===== src/rtl/qm_pkg.sv =====
package qm_pkg;
  typedef enum logic [2:0] {
    A_SIZE  = 3'd0,
    A_MODE  = 3'd1,
    A_ADD   = 3'd2,
    A_REL   = 3'd3,
    A_HALT  = 3'd4,
    A_DONE  = 3'd5,
    A_ALLOC = 3'd6,
    A_ERR   = 3'd7
  } qm_reg_e;

  localparam logic [2:0] MODE_SMALL = 3'd1;
  localparam logic [2:0] MODE_LARGE = 3'd7;
endpackage


===== src/rtl/qm_ptr.sv =====
module qm_ptr #(
  parameter int IDX_W = 13,
  parameter int SZ_W  = IDX_W + 1
) (
  input  logic             clk_i,
  input  logic             rst_ni,
  input  logic             clr_i,
  input  logic [SZ_W-1:0]  step_i,
  input  logic [SZ_W-1:0]  size_i,
  output logic [IDX_W-1:0] ptr_o
);
  logic [IDX_W-1:0] ptr_q;
  logic [SZ_W:0]    sum, nxt;

  // step never exceeds size, so one subtraction is enough to wrap
  always_comb begin
    sum = (SZ_W+1)'(ptr_q) + (SZ_W+1)'(step_i);
    nxt = (sum >= (SZ_W+1)'(size_i)) ? sum - (SZ_W+1)'(size_i) : sum;
  end

  always_ff @(posedge clk_i or negedge rst_ni) begin
    if (!rst_ni)    ptr_q <= '0;
    else if (clr_i) ptr_q <= '0;
    else            ptr_q <= nxt[IDX_W-1:0];
  end

  assign ptr_o = ptr_q;

  p_step_bound_r2: assert property (@(posedge clk_i) disable iff (!rst_ni)
    !clr_i |-> step_i <= size_i);
  p_ptr_in_ring_r2: assert property (@(posedge clk_i) disable iff (!rst_ni)
    (SZ_W)'(ptr_q) < size_i);
endmodule


===== src/rtl/desc_ring_qmgr.sv =====
module desc_ring_qmgr
  import qm_pkg::*;
#(
  parameter int IDX_W    = 13,
  parameter int DEF_RING = 1024
) (
  input  logic             clk_i,
  input  logic             rst_ni,
  input  logic             reg_we_i,
  input  logic [2:0]       reg_waddr_i,
  input  logic [31:0]      reg_wdata_i,
  input  logic [2:0]       reg_raddr_i,
  output logic [31:0]      reg_rdata_o,
  output logic             disp_valid_o,
  output logic [IDX_W-1:0] disp_idx_o,
  input  logic             disp_ready_i,
  input  logic             done_i
);
  localparam int SZ_W  = IDX_W + 1;
  localparam int LIM_S = (IDX_W >= 14) ? (1 << 14) : (1 << IDX_W);
  localparam int LIM_L = (IDX_W >= 12) ? (1 << 12) : (1 << IDX_W);
  localparam int NPTR  = 3;  // 0 alloc, 1 dispatch, 2 retire

  logic [SZ_W-1:0]  size_q, limit, new_lim;
  logic [2:0]       mode_q;
  logic             halt_q;
  logic [1:0]       err_q;
  logic [SZ_W-1:0]  avail_q, infl_q, pend_q;
  logic [SZ_W+1:0]  occ;
  logic [33:0]      add_sum;
  logic             wr_size, wr_mode, wr_add, wr_rel, wr_halt;
  logic             size_ok, mode_ok, clr;
  logic             add_ok, add_bad, rel_big, fire, done_ok;
  logic [SZ_W-1:0]  add_n, rel_n;
  logic [SZ_W-1:0]  steps [NPTR];
  logic [IDX_W-1:0] ptrs  [NPTR];

  always_comb begin
    wr_size = reg_we_i && (reg_waddr_i == A_SIZE);
    wr_mode = reg_we_i && (reg_waddr_i == A_MODE);
    wr_add  = reg_we_i && (reg_waddr_i == A_ADD);
    wr_rel  = reg_we_i && (reg_waddr_i == A_REL);
    wr_halt = reg_we_i && (reg_waddr_i == A_HALT);
    size_ok = wr_size && (reg_wdata_i != 32'd0);
    mode_ok = wr_mode && ((reg_wdata_i == {29'd0, MODE_SMALL}) ||
                          (reg_wdata_i == {29'd0, MODE_LARGE}));
    clr     = size_ok || mode_ok;
    limit   = (mode_q == MODE_SMALL) ? SZ_W'(LIM_S) : SZ_W'(LIM_L);
    new_lim = (reg_wdata_i[2:0] == MODE_SMALL) ? SZ_W'(LIM_S) : SZ_W'(LIM_L);
    occ     = (SZ_W+2)'(avail_q) + (SZ_W+2)'(infl_q) + (SZ_W+2)'(pend_q);
    add_sum = 34'(occ) + 34'(reg_wdata_i);
    add_ok  = wr_add && (add_sum <= 34'(size_q));
    add_bad = wr_add && !add_ok;
    add_n   = add_ok ? reg_wdata_i[SZ_W-1:0] : '0;
    rel_big = 32'(pend_q) < reg_wdata_i;
    rel_n   = !wr_rel ? '0 : (rel_big ? pend_q : reg_wdata_i[SZ_W-1:0]);
    fire    = disp_valid_o && disp_ready_i;
    done_ok = done_i && (infl_q != '0);
  end

  assign steps[0] = add_n;
  assign steps[1] = SZ_W'(fire);
  assign steps[2] = rel_n;

  for (genvar g = 0; g < NPTR; g++) begin : g_ptr
    qm_ptr #(.IDX_W(IDX_W), .SZ_W(SZ_W)) u_ptr (
      .clk_i  (clk_i),
      .rst_ni (rst_ni),
      .clr_i  (clr),
      .step_i (steps[g]),
      .size_i (size_q),
      .ptr_o  (ptrs[g])
    );
  end

  always_ff @(posedge clk_i or negedge rst_ni) begin
    if (!rst_ni) begin
      size_q <= SZ_W'(DEF_RING);
      mode_q <= MODE_LARGE;
      halt_q <= 1'b1;
      err_q  <= '0;
    end else begin
      if (size_ok)
        size_q <= (reg_wdata_i > 32'(limit)) ? limit : reg_wdata_i[SZ_W-1:0];
      else if (mode_ok) begin
        mode_q <= reg_wdata_i[2:0];
        if (size_q > new_lim) size_q <= new_lim;
      end
      if (wr_halt) halt_q <= reg_wdata_i[0];
      if (wr_rel && rel_big) err_q[0] <= 1'b1;
      if (add_bad) err_q[1] <= 1'b1;
    end
  end

  always_ff @(posedge clk_i or negedge rst_ni) begin
    if (!rst_ni) begin
      avail_q <= '0;
      infl_q  <= '0;
      pend_q  <= '0;
    end else if (clr) begin
      avail_q <= '0;
      infl_q  <= '0;
      pend_q  <= '0;
    end else begin
      avail_q <= avail_q + add_n - SZ_W'(fire);
      infl_q  <= infl_q + SZ_W'(fire) - SZ_W'(done_ok);
      pend_q  <= pend_q + SZ_W'(done_ok) - rel_n;
    end
  end

  assign disp_valid_o = !halt_q && (avail_q != '0);
  assign disp_idx_o   = ptrs[1];

  always_comb begin
    reg_rdata_o = '0;
    case (reg_raddr_i)
      A_SIZE:  reg_rdata_o = 32'(size_q);
      A_MODE:  reg_rdata_o = 32'(mode_q);
      A_HALT:  reg_rdata_o = 32'(halt_q);
      A_DONE: begin
        reg_rdata_o[14:0]  = 15'(pend_q);
        reg_rdata_o[28:16] = 13'(ptrs[2]);
      end
      A_ALLOC: reg_rdata_o[31:16] = 16'(ptrs[0]);
      A_ERR:   reg_rdata_o = 32'(err_q);
      default: reg_rdata_o = '0;
    endcase
  end

  // distance from retire to alloc pointer, checked against the counters
  logic [SZ_W+1:0] gap, occ_mod;
  always_comb begin
    if (ptrs[0] >= ptrs[2])
      gap = (SZ_W+2)'(ptrs[0]) - (SZ_W+2)'(ptrs[2]);
    else
      gap = (SZ_W+2)'(ptrs[0]) + (SZ_W+2)'(size_q) - (SZ_W+2)'(ptrs[2]);
    occ_mod = (occ == (SZ_W+2)'(size_q)) ? '0 : occ;
  end

  p_occ_bound_r3: assert property (@(posedge clk_i) disable iff (!rst_ni)
    occ <= (SZ_W+2)'(size_q));
  p_ovf_sticky_r3: assert property (@(posedge clk_i) disable iff (!rst_ni)
    err_q[1] |=> err_q[1]);
  p_ptr_gap_r2: assert property (@(posedge clk_i) disable iff (!rst_ni)
    gap == occ_mod);
  p_idx_in_ring_r4: assert property (@(posedge clk_i) disable iff (!rst_ni)
    disp_valid_o |-> (SZ_W)'(disp_idx_o) < size_q);
  p_halt_stops_r5: assert property (@(posedge clk_i) disable iff (!rst_ni)
    (wr_halt && reg_wdata_i[0]) |=> !disp_valid_o);
  p_rel_clamp_r8: assert property (@(posedge clk_i) disable iff (!rst_ni)
    (wr_rel && rel_big && !done_i) |=> pend_q == '0);
  p_stray_done_r6: assert property (@(posedge clk_i) disable iff (!rst_ni)
    (done_i && infl_q == '0 && !reg_we_i) |=> $stable(pend_q));
endmodule


===== config.mk =====
export PLATFORM = sky130hd
export DESIGN_NAME = desc_ring_qmgr
export DESIGN_NICKNAME = d
export VERILOG_FILES = /design/src/rtl/qm_pkg.sv /design/src/rtl/qm_ptr.sv /design/src/rtl/desc_ring_qmgr.sv
export SDC_FILE = /design/constraint.sdc
export NUM_CORES = 1
export LEC_CHECK = 0
export ABC_AREA = 0
export BUFFER_PORTS_ARGS = -buffer_cell sky130_fd_sc_hd__buf_2
export CORE_MARGIN = 2
export CORE_UTILIZATION = 40
export CTS_CLUSTER_DIAMETER = 40
export DETAILED_ROUTE_END_ITERATION = 8
export GPL_ROUTABILITY_DRIVEN = 0
export HOLD_SLACK_MARGIN = 0.05
export PLACE_DENSITY_LB_ADDON = 0.1
export SLEW_MARGIN = 20
export SYNTH_ARGS = -nofsm -noshare
export SYNTH_HDL_FRONTEND = slang
export SYNTH_HIERARCHICAL = 1
export SYNTH_SLANG_ARGS = --single-unit
export TNS_END_PERCENT = 20

===== constraint.sdc =====
create_clock -name clk_i -period 10 [get_ports clk_i]
set_clock_uncertainty 0.2 [all_clocks]
set_input_delay 2.5 -clock clk_i [delete_from_list [all_inputs] [get_ports clk_i]]
set_output_delay 2.5 -clock clk_i [all_outputs]
set_load 0.05 [all_outputs]

After elaboration in Yosys (flattened, before gate mapping)

Cells that the tools add are included.

Register bits after elaboration: 101
Latch bits: 0
Bits in writable memories: 0
Memory bits (read-only): 0
Input bits: 43
Output and inout port bits: 46
Logic and storage cells: 93
Memories kept: 0

Add/subtract/negate cells: 15
Multipliers: 0
Div/mod/pow operators: 0
Magnitude comparators: 7
Eq/ne operators: 13
Shift-type cells: 0
Multiplexer cells: 20
Bitwise operators: 1
Reduce and logical (&&, ||, !) cells: 26

Operator list:

| cell                                           | count |
|---|---|
| 2-to-1 mux 14 bit                              | 12 |
| 2-to-1 mux 13 bit                              | 6 |
| case mux 14 bit (5 select lines)               | 1 |
| subtractor 13 bit                              | 3 |
| adder 16 x 32 -> 33 bit                        | 1 |
| <= comparator 33 x 14 -> 1 bit                 | 1 |
| == test 32 x 1 -> 1 bit, second input constant | 1 |
| == test 32 x 3 -> 1 bit, second input constant | 1 |
| > comparator 32 x 14 -> 1 bit                  | 1 |
| less-than comparator 14 x 32 -> 1 bit          | 1 |
| nonzero test 32 bit                            | 1 |
| adder 13 x 14 -> 15 bit                        | 2 |
| greater-or-equal comparator 15 x 14 -> 1 bit   | 2 |
| adder 14 x 1 -> 14 bit                         | 2 |
| nonzero test 14 bit                            | 2 |
| subtractor 14 x 1 -> 14 bit                    | 2 |
| case mux 13 bit (2 select lines)               | 1 |
| adder 15 x 14 -> 16 bit                        | 1 |
| adder 14 x 14 -> 15 bit                        | 1 |
| == test 3 bit, second input constant           | 5 |
| adder 13 x 1 -> 14 bit                         | 1 |
| adder 14 bit                                   | 1 |
| greater-or-equal comparator 14 bit             | 1 |
| > comparator 14 bit                            | 1 |
| 10 further kinds                               | 31 |

Longest topological paths before layout

Gate-level depths: netlist of the first run.

Depth in word-level cells: 10
Mapped depth: 39
Gate-level depth less buffers: 38

Hierarchy

The synthesis of the first run kept the hierarchy.

By module, submodules not included:

| module         | instances | cells an instance | area an instance (µm²) | sequential area each (µm²) |
|---|---|---|---|---|
| desc_ring_qmgr | 1         | 1051              | 8433.1                 | 1557.7 |
| qm_ptr         | 3         | 232               | 1898.1                 | 325.3 |

Worst setup path before layout of the first run

OpenSTA, ideal clock, no wires.

Path kind: input-to-reg
Start: input port reg_wdata_i[1]
End: register g_ptr[0].u_ptr.ptr_q[11]
Library setup time: 0.120 ns
Data arrival time: 10.473 ns
Required time: 9.680 ns
Path slack: -0.793 ns
Cell stages on the path: 35
Buffers on the path: 3
Cell sequence: fa_1 > fa_1 > ha_1 > fa_1 > a211oi_1 > o211ai_1 > a221oi_4 > xnor2_1 > ha_1 > nand4_1 > or2_2 > o32a_1 > o31ai_1 > nand4_1 > and4bb_1 > nand4b_2 > nor4_4 > buf_6 > and2_1 > ha_1 > nor2b_4 > o2111a_1 > o21a_2 > o311a_4 > a21oi_1 > ha_1 > clkbuf_1 > nand2_1 > nor4_1 > a211o_1 > a2111o_1 > a31oi_2 > clkbuf_8 > a211oi_1 > a31o_1

Word-level cells in the longest chain between the ends: 8
Elaborated cells between the ends (all ways): 16
Those cells by class: add/sub: 3; order compare: 2; eq/ne: 2; mux: 3; reduce/logical: 6

RTL lines:

| element                                                                                  | RTL line             | RTL |
|---|---|---|
| start, declared                                                                          | desc_ring_qmgr.sv:11 | `input logic [31:0] reg_wdata_i,` |
| adder 16 x 32 -> 33 bit (*)                                                              | desc_ring_qmgr.sv:51 | `add_sum = 34'(occ) + 34'(reg_wdata_i);` |
| <= comparator 33 x 14 -> 1 bit (*)                                                       | desc_ring_qmgr.sv:52 | `add_ok = wr_add && (add_sum <= 34'(size_q));` |
| logical AND 1 bit (*)                                                                    | desc_ring_qmgr.sv:52 |  |
| 2-to-1 mux 14 bit (*)                                                                    | desc_ring_qmgr.sv:54 | `add_n = add_ok ? reg_wdata_i[SZ_W-1:0] : '0;` |
| named net add_n[2]                                                                       | desc_ring_qmgr.sv:34 | `logic [SZ_W-1:0] add_n, rel_n;` |
| adder 13 x 14 -> 15 bit (*)                                                              | qm_ptr.sv:17         | `sum = (SZ_W+1)'(ptr_q) + (SZ_W+1)'(step_i);` |
| subtractor 13 bit / greater-or-equal comparator 15 x 14 -> 1 bit (equally long branches) | qm_ptr.sv:18         | `nxt = (sum >= (SZ_W+1)'(size_i)) ? sum - (SZ_W+1)'(size_i) : sum;` |
| 2-to-1 mux 13 bit (*)                                                                    | qm_ptr.sv:18         |  |
| 2-to-1 mux 13 bit (*)                                                                    | qm_ptr.sv:23         | `else if (clr_i) ptr_q <= '0;` |
| end signal, assigned                                                                     | qm_ptr.sv:24         | `else ptr_q <= nxt[IDX_W-1:0];` |
| end, declared                                                                            | qm_ptr.sv:12         | `logic [IDX_W-1:0] ptr_q;` |

Mark *: on every way through the listed nets, which the timed path passes. The rest lies on a longest branch.
A chain may end at the register's enable or synchronous reset.

Final worst setup path of the first run

Start: input port reg_wdata_i[1]
End: register g_ptr[0].u_ptr.ptr_q[6]

The elaborated chain is that of the path after synthesis.

==> results.ini, run 1 <==
[route]
met3_wirelength_mm = 2.29
via_per_inst = 5.53
ant_nets = 0
wl_per_cell_um = 19.1
wl_met2_mm = 22.4
drc = 0
top_layer = met4
drt-total-wl_mm = 46.7
vias = 13500
wl_met1_mm = 20.9
drt_iter0_drc = 894
dr.pass1.iters = 7

[status]
violations = negative setup slack
outcome = finished with violations

[setup_path]
path_max_fanout = 7
crit_family = compound AO/OA/AOI/OAI gates
cp.arrival_ps = 10470
path_buf_inv = 4
cp_num_cells = 37
crit_path_start_kind = primary input
crit_type = primary input to flip-flop
critPathCaptureType = flip-flop
critPathMaxStageDelay_ps = 490
cp.required_ps = 10060
slowest_stage = fa_1
ff2ff_path_depth = 36

[placement]
dp_hpwl_mm = 37.7
post-place-ws_ps = -870
io_buffer_count = 83

[clocking]
clk_path_buf_depth = 2
cts_tree = yes
root_buffer = clkbuf_16
clkSlewWorstSetupHoldPaths_ps = 70
clkLatencyLatePin_ps = 370
hold_buffers = 0
numCtsBuffers = 9
cts_sinks = 101
htreeDepth = 3

[floorplan]
rows = 68
dieArea_um2 = 36800
core_um2 = 34600
ios = 89
die_w_um = 192
initial_core_util_pct = 40.8
fp.dieH_um = 192

[sta]
fmax_ghz = 0.0960
setup_viol = 13
fin_crit_ps = 10420
hold_viol = 0
timing.final.crit_share_pct = 104
drv_slew = 0
hold_slack_ps = 289
setup_tns_ps = -4590
grt_setup_unrepaired = true
tightest_slew_ps = 1150
timing.slew.headroom_pct = 23.3
worst_slack_ps = -416

[logic_synthesis]
async_flop_share_pct = 100
yosysTopAreaCell = ha_1
syn_avg_cell_area_um2 = 8.09
yosys_register_bits = 101
synth_edf_count = 0
ys_dominant_reg_cell = dfrtp_1
postSynthCellCount = 1747
ys_types = 84
synth_most_common_cell = inv_1
ys_seq_area_share_pct = 17.9
yosysTopAreaCellShare_pct = 17.8
synth_common_cells = inv_1, ha_1, nor2_1
syn_area_um2 = 14100
synth_area_leaders = ha_1, dfrtp_1, inv_1
yosysWarnings = 6

[global_routing]
grt_pass1_wl_mm = 72.4
antenna_found_initial = 2
grt_overflow = 0
grtUsageTotal_pct = 25.7
grt_pass1_vias = 13100
grt_max_degree = 72

[final_layout]
drive_gt1_share_pct = 19.3
area_delta_synth_final_pct = 19.1
n_fill_cell = 3476
final_nets = 2259

[worst_hold_path]
worstHoldPathType = flip-flop to flip-flop
min_delay_path_depth = 1

[run]
max_cap_violations = 0

==> flip-flops by register name, indices dropped and copies added (netlist names) <==
name	flops
pend_q	14
mode_q	3
infl_q	14
size_q	14
err_q	2
g_ptr.u_ptr/ptr_o	39
halt_q	1
avail_q	14
==> worst paths after layout <==
path                                                 to  slack (ps)           start
worst max-delay path            g_ptr[0].u_ptr/ptr_o[6]        -420  reg_wdata_i[1]
worst min-delay path                           err_q[0]         290        err_q[0]
worst max register to register  g_ptr[0].u_ptr/ptr_o[6]        1290       infl_q[1]
worst min register to register                 err_q[0]         290        err_q[0]
max in group asynchronous       g_ptr[1].u_ptr/ptr_o[9]        6660          rst_ni
min in group asynchronous       g_ptr[2].u_ptr/ptr_o[1]        1870          rst_ni
==> logic make-up (layout without fill, tap and decap cells) <==
logic type	Yosys count	count (layout)	share of synthesized area, %
adder cells (fa/ha/maj)	238	238	23.0
buffers and inverters	276	492	8.11
AND/OR/NAND/NOR	519	519	18.7
flip-flops	101	101	17.9
multiplexers	20	20	1.47
AO/OA/AOI/OAI	494	494	24.7
XOR/XNOR	98	98	6.08
other	1	23	0.0265
==> placed cells by master, fill, tap and decap left out, types with 10 or more instances in the layout <==
cell type,Yosys,layout
nand3_1,40,37
a31o_2,13,12
a211oi_1,25,21
a21oi_1,121,112
o21bai_1,18,18
buf_2,4,78
nor4_1,16,15
fa_1,37,34
a31oi_1,10,10
o211ai_1,19,19
conb_1,1,21
dfrtp_1,96,96
a22o_1,14,14
nand2_1,128,127
ha_1,201,192
nand2b_1,13,13
o21a_1,22,22
nor2_1,131,131
a21oi_2,3,11
nand4_1,33,33
nor2b_1,24,24
inv_1,220,212
a22oi_1,26,26
o21ai_0,68,64
and2_1,32,28
nor3_1,42,40
or3_1,10,10
buf_4,6,164
mux2i_1,14,14
xnor2_1,74,73
a21o_1,52,52
xor2_1,24,24
==> worst reg2reg max path, delay by kind of cell, from the launching register on <==
family / cells / cell delay [ps]
AO/OA/AOI/OAI: 14 / 3140
adder cells (fa/ha/maj): 7 / 2300
AND/OR/NAND/NOR: 11 / 1960
flip-flops: 1 / 460
buffers and inverters: 3 / 450
XOR/XNOR: 1 / 100
==> stage by stage <==
step,cell area (µm²),cells,utilization [%]
2_1_floorplan,14300,1767,-
3_3_place_gp,16100,2405,46.6
3_5_place_dp,16100,2405,46.6
4_1_cts,16700,2434,48.2
5_1_grt,16800,2439,48.6
6_report,16800,2440,48.6
==> timing repair <==
item,4_1_cts,5_1_grt
setup endpoints to repair,15,17
buffers inserted,13,4
gates resized for setup,43,17
pin swaps,44,18
gates cloned,0,0
==> per-layer routing <==
metal	vias up	global-route usage (%)
li1	6683	-
met1	6431	32.9
met2	326	44.6
met3	53	3.65
met4	0	7.60
met5	-	0
==> layout make-up <==
cell class                      count  area, µm²  area share (%)
Antenna cell                        2       5.00          0.0298
Clock buffer                       15        278            1.65
Clock inverter                      1       5.00          0.0298
Inverter                          224        846            5.03
Multi-Input combinational cell   1390      10800            64.5
Sequential cell                   101       2530            15.1
Tap cell                          455        569            3.38
Timing Repair Buffer              252       1740            10.3
Power of run 1 is left out: the tool's default activity adds up to more than one toggle a clock period on the data nets, which glitch-free logic cannot reach.
==> run 2: changes to the inputs <==
Settings changed: CORE_UTILIZATION 40 to 52, SLEW_MARGIN 20 to unset.
==> run 2 against run 1 <==
The run still ends with negative setup slack left; final area is 1.1% lower; first-iteration DRC count is 34% higher; wire length is 4.2% lower; non-clock buffer count is 12 lower; worst hold slack better by 5.7 ps; setup slack worse by 32 ps; critical path depth is 1 higher; register-to-register slack worse by 40 ps; die area is 23% lower; sequential share of layout area is 0.17 points higher.
==> results.ini, run 2 (synthesis results as in run 1) <==
[final_layout]
layout_common_cells = inv_1, ha_1, buf_4  ; unchanged
antennaDiodeCount = 0  ; was 2
final_nets = 2248  ; was 2,259
fin_cells = 2313  ; was 2,440
drive_gt1_share_pct = 18.8  ; was 19.3%
final_common_cell = inv_1  ; unchanged
area_delta_synth_final_pct = 17.7  ; was 19.1%
largest_register_ffs = 39  ; unchanged

[run]
max_cap_violations = 0  ; unchanged

[sta]
setup_tns_ps = -5220  ; was -4590 ps
grt_setup_unrepaired = true  ; unchanged
setup_viol = 13  ; unchanged
fmax_ghz = 0.0957  ; was 0.0960 GHz
timing.slew.headroom_pct = 26.6  ; was 23.3%
tightest_slew_ps = 1100  ; was 1150 ps
fin_crit_ps = 10450  ; was 10,420 ps
drv_slew = 0  ; unchanged
hold_viol = 0  ; unchanged
timing.final.crit_share_pct = 104  ; about the same
worst_slack_ps = -448  ; was -416 ps

[global_routing]
grtUsageTotal_pct = 31.4  ; was 25.7%
grt_overflow = 0  ; unchanged
antenna_found_initial = 0  ; was 2
grt_pass1_wl_mm = 70.3  ; was 72.4 mm
grt_pass1_vias = 13400  ; was 13,100
grt_max_degree = 68  ; was 72

[floorplan]
die_w_um = 169  ; was 192 µm
core_um2 = 26800  ; was 34,600 µm²
rows = 60  ; was 68
ios = 89  ; unchanged
initial_core_util_pct = 52.7  ; was 40.8%
fp.dieH_um = 169  ; was 192 µm
dieArea_um2 = 28500  ; was 36,800 µm²

[clocking]
root_buffer = clkbuf_16  ; unchanged
cts_sinks = 101  ; unchanged
clk_path_buf_depth = 2  ; unchanged
htreeDepth = 3  ; unchanged
cts_tree = yes  ; unchanged
numCtsBuffers = 9  ; unchanged
clkLatencyLatePin_ps = 370  ; about the same
clkSlewWorstSetupHoldPaths_ps = 90  ; was 70 ps

[placement]
io_buffer_count = 83  ; unchanged
dp_hpwl_mm = 35.8  ; was 37.7 mm
dp.cells = 2281  ; was 2,405

[setup_path]
crit_type = primary input to flip-flop  ; unchanged
slowest_stage = fa_1  ; unchanged
critPathMaxStageDelay_ps = 500  ; was 490 ps
path_max_fanout = 6  ; was 7
crit_family = compound AO/OA/AOI/OAI gates  ; unchanged
critPathCaptureType = flip-flop  ; unchanged
r2r_slack_ps = 1250  ; was 1290 ps
cp.arrival_ps = 10510  ; was 10,470 ps
path_buf_inv = 4  ; unchanged
cp.required_ps = 10060  ; about the same
crit_path_start_kind = primary input  ; unchanged

[worst_hold_path]
worstHoldPathType = flip-flop to flip-flop  ; unchanged

[route]
dr.pass1.iters = 8  ; was 7
ant_nets = 0  ; unchanged
via_per_inst = 5.94  ; was 5.53
drt_iter0_drc = 1201  ; was 894
drc = 0  ; unchanged
vias = 13700  ; was 13,500
wl_per_cell_um = 19.3  ; was 19.1 µm
drt-total-wl_mm = 44.7  ; was 46.7 mm

[status]
outcome = finished with violations  ; unchanged
violations = negative setup slack  ; unchanged

## run 2: changes by cell type in the layout (fill, tap and decap cells not counted), sizes merged
cell	change
inv	+3
bufinv	+3
a31oi	+1
diode	-2
buf	-12
clkbuf	-6
## run 2: what timing repair did
| action | 4_1_cts | 5_1_grt |
|---|---|---|
| gates cloned | 1 | 0 |
| resized for setup | 28 | 22 |
| hold buffers | 0 | 0 |
| pin swaps | 36 | 20 |
| endpoints found under the setup margin | 15 | 18 |
| buffers inserted | 8 | 7 |
## run 2: layout make-up
cell class / count / area [µm²]
clock inverters: 7 / 138
repair buffers: 240 / 1630
flip-flops and latches: 101 / 2530
multi-input cells: 1391 / 10800
well taps: 341 / 427
clock buffers: 9 / 225
inverters: 224 / 843
fillers: 2410 / 10200
## run 2: metal layers
| layer | up-vias | global-route usage, % | wire, µm |
|---|---|---|---|
| li1 | 6684 | - | - |
| met1 | 6492 | 41.3 | 19400 |
| met2 | 460 | 52.0 | 20500 |
| met3 | 106 | 4.96 | 3010 |
| met4 | 0 | 11.7 | 1780 |
| met5 | - | 0 | 0 |
## run 2: final timing paths
kind,from,to,cells after the start
worst max-delay path,reg_wdata_i[1],g_ptr[0].u_ptr/ptr_o[10],38
min in group asynchronous,rst_ni,avail_q[4],1
max in group asynchronous,rst_ni,g_ptr[0].u_ptr/ptr_o[12],2
worst max register to register,infl_q[1],g_ptr[0].u_ptr/ptr_o[10],37
worst min-delay path,err_q[0],err_q[0],1
worst min register to register,err_q[0],err_q[0],1
## run 2: worst reg2reg max path: cells and delay by family (launching register included)
kind            cells  cell delay [ps]
simple gates       10             1730
xor+xnor            1               80
fa+ha+maj           7             2330
buf+inv             3              440
compound gates     16             3360
flops               1              460
## run 2: per-stage QoR
step / utilization (%) / hold slack [ps] / area [µm²] / setup WS [ps]
finish: 62.0 / 295 / 16600 / -448
global route: 62.0 / 347 / 16600 / -767
CTS: 61.5 / 291 / 16500 / -372
detailed placement: 59.3 / 268 / 15900 / -881
global placement: 59.3 / 261 / 15900 / -668
floorplan: - / 237 / 14300 / -256
Power of run 2 is left out for the same reason.
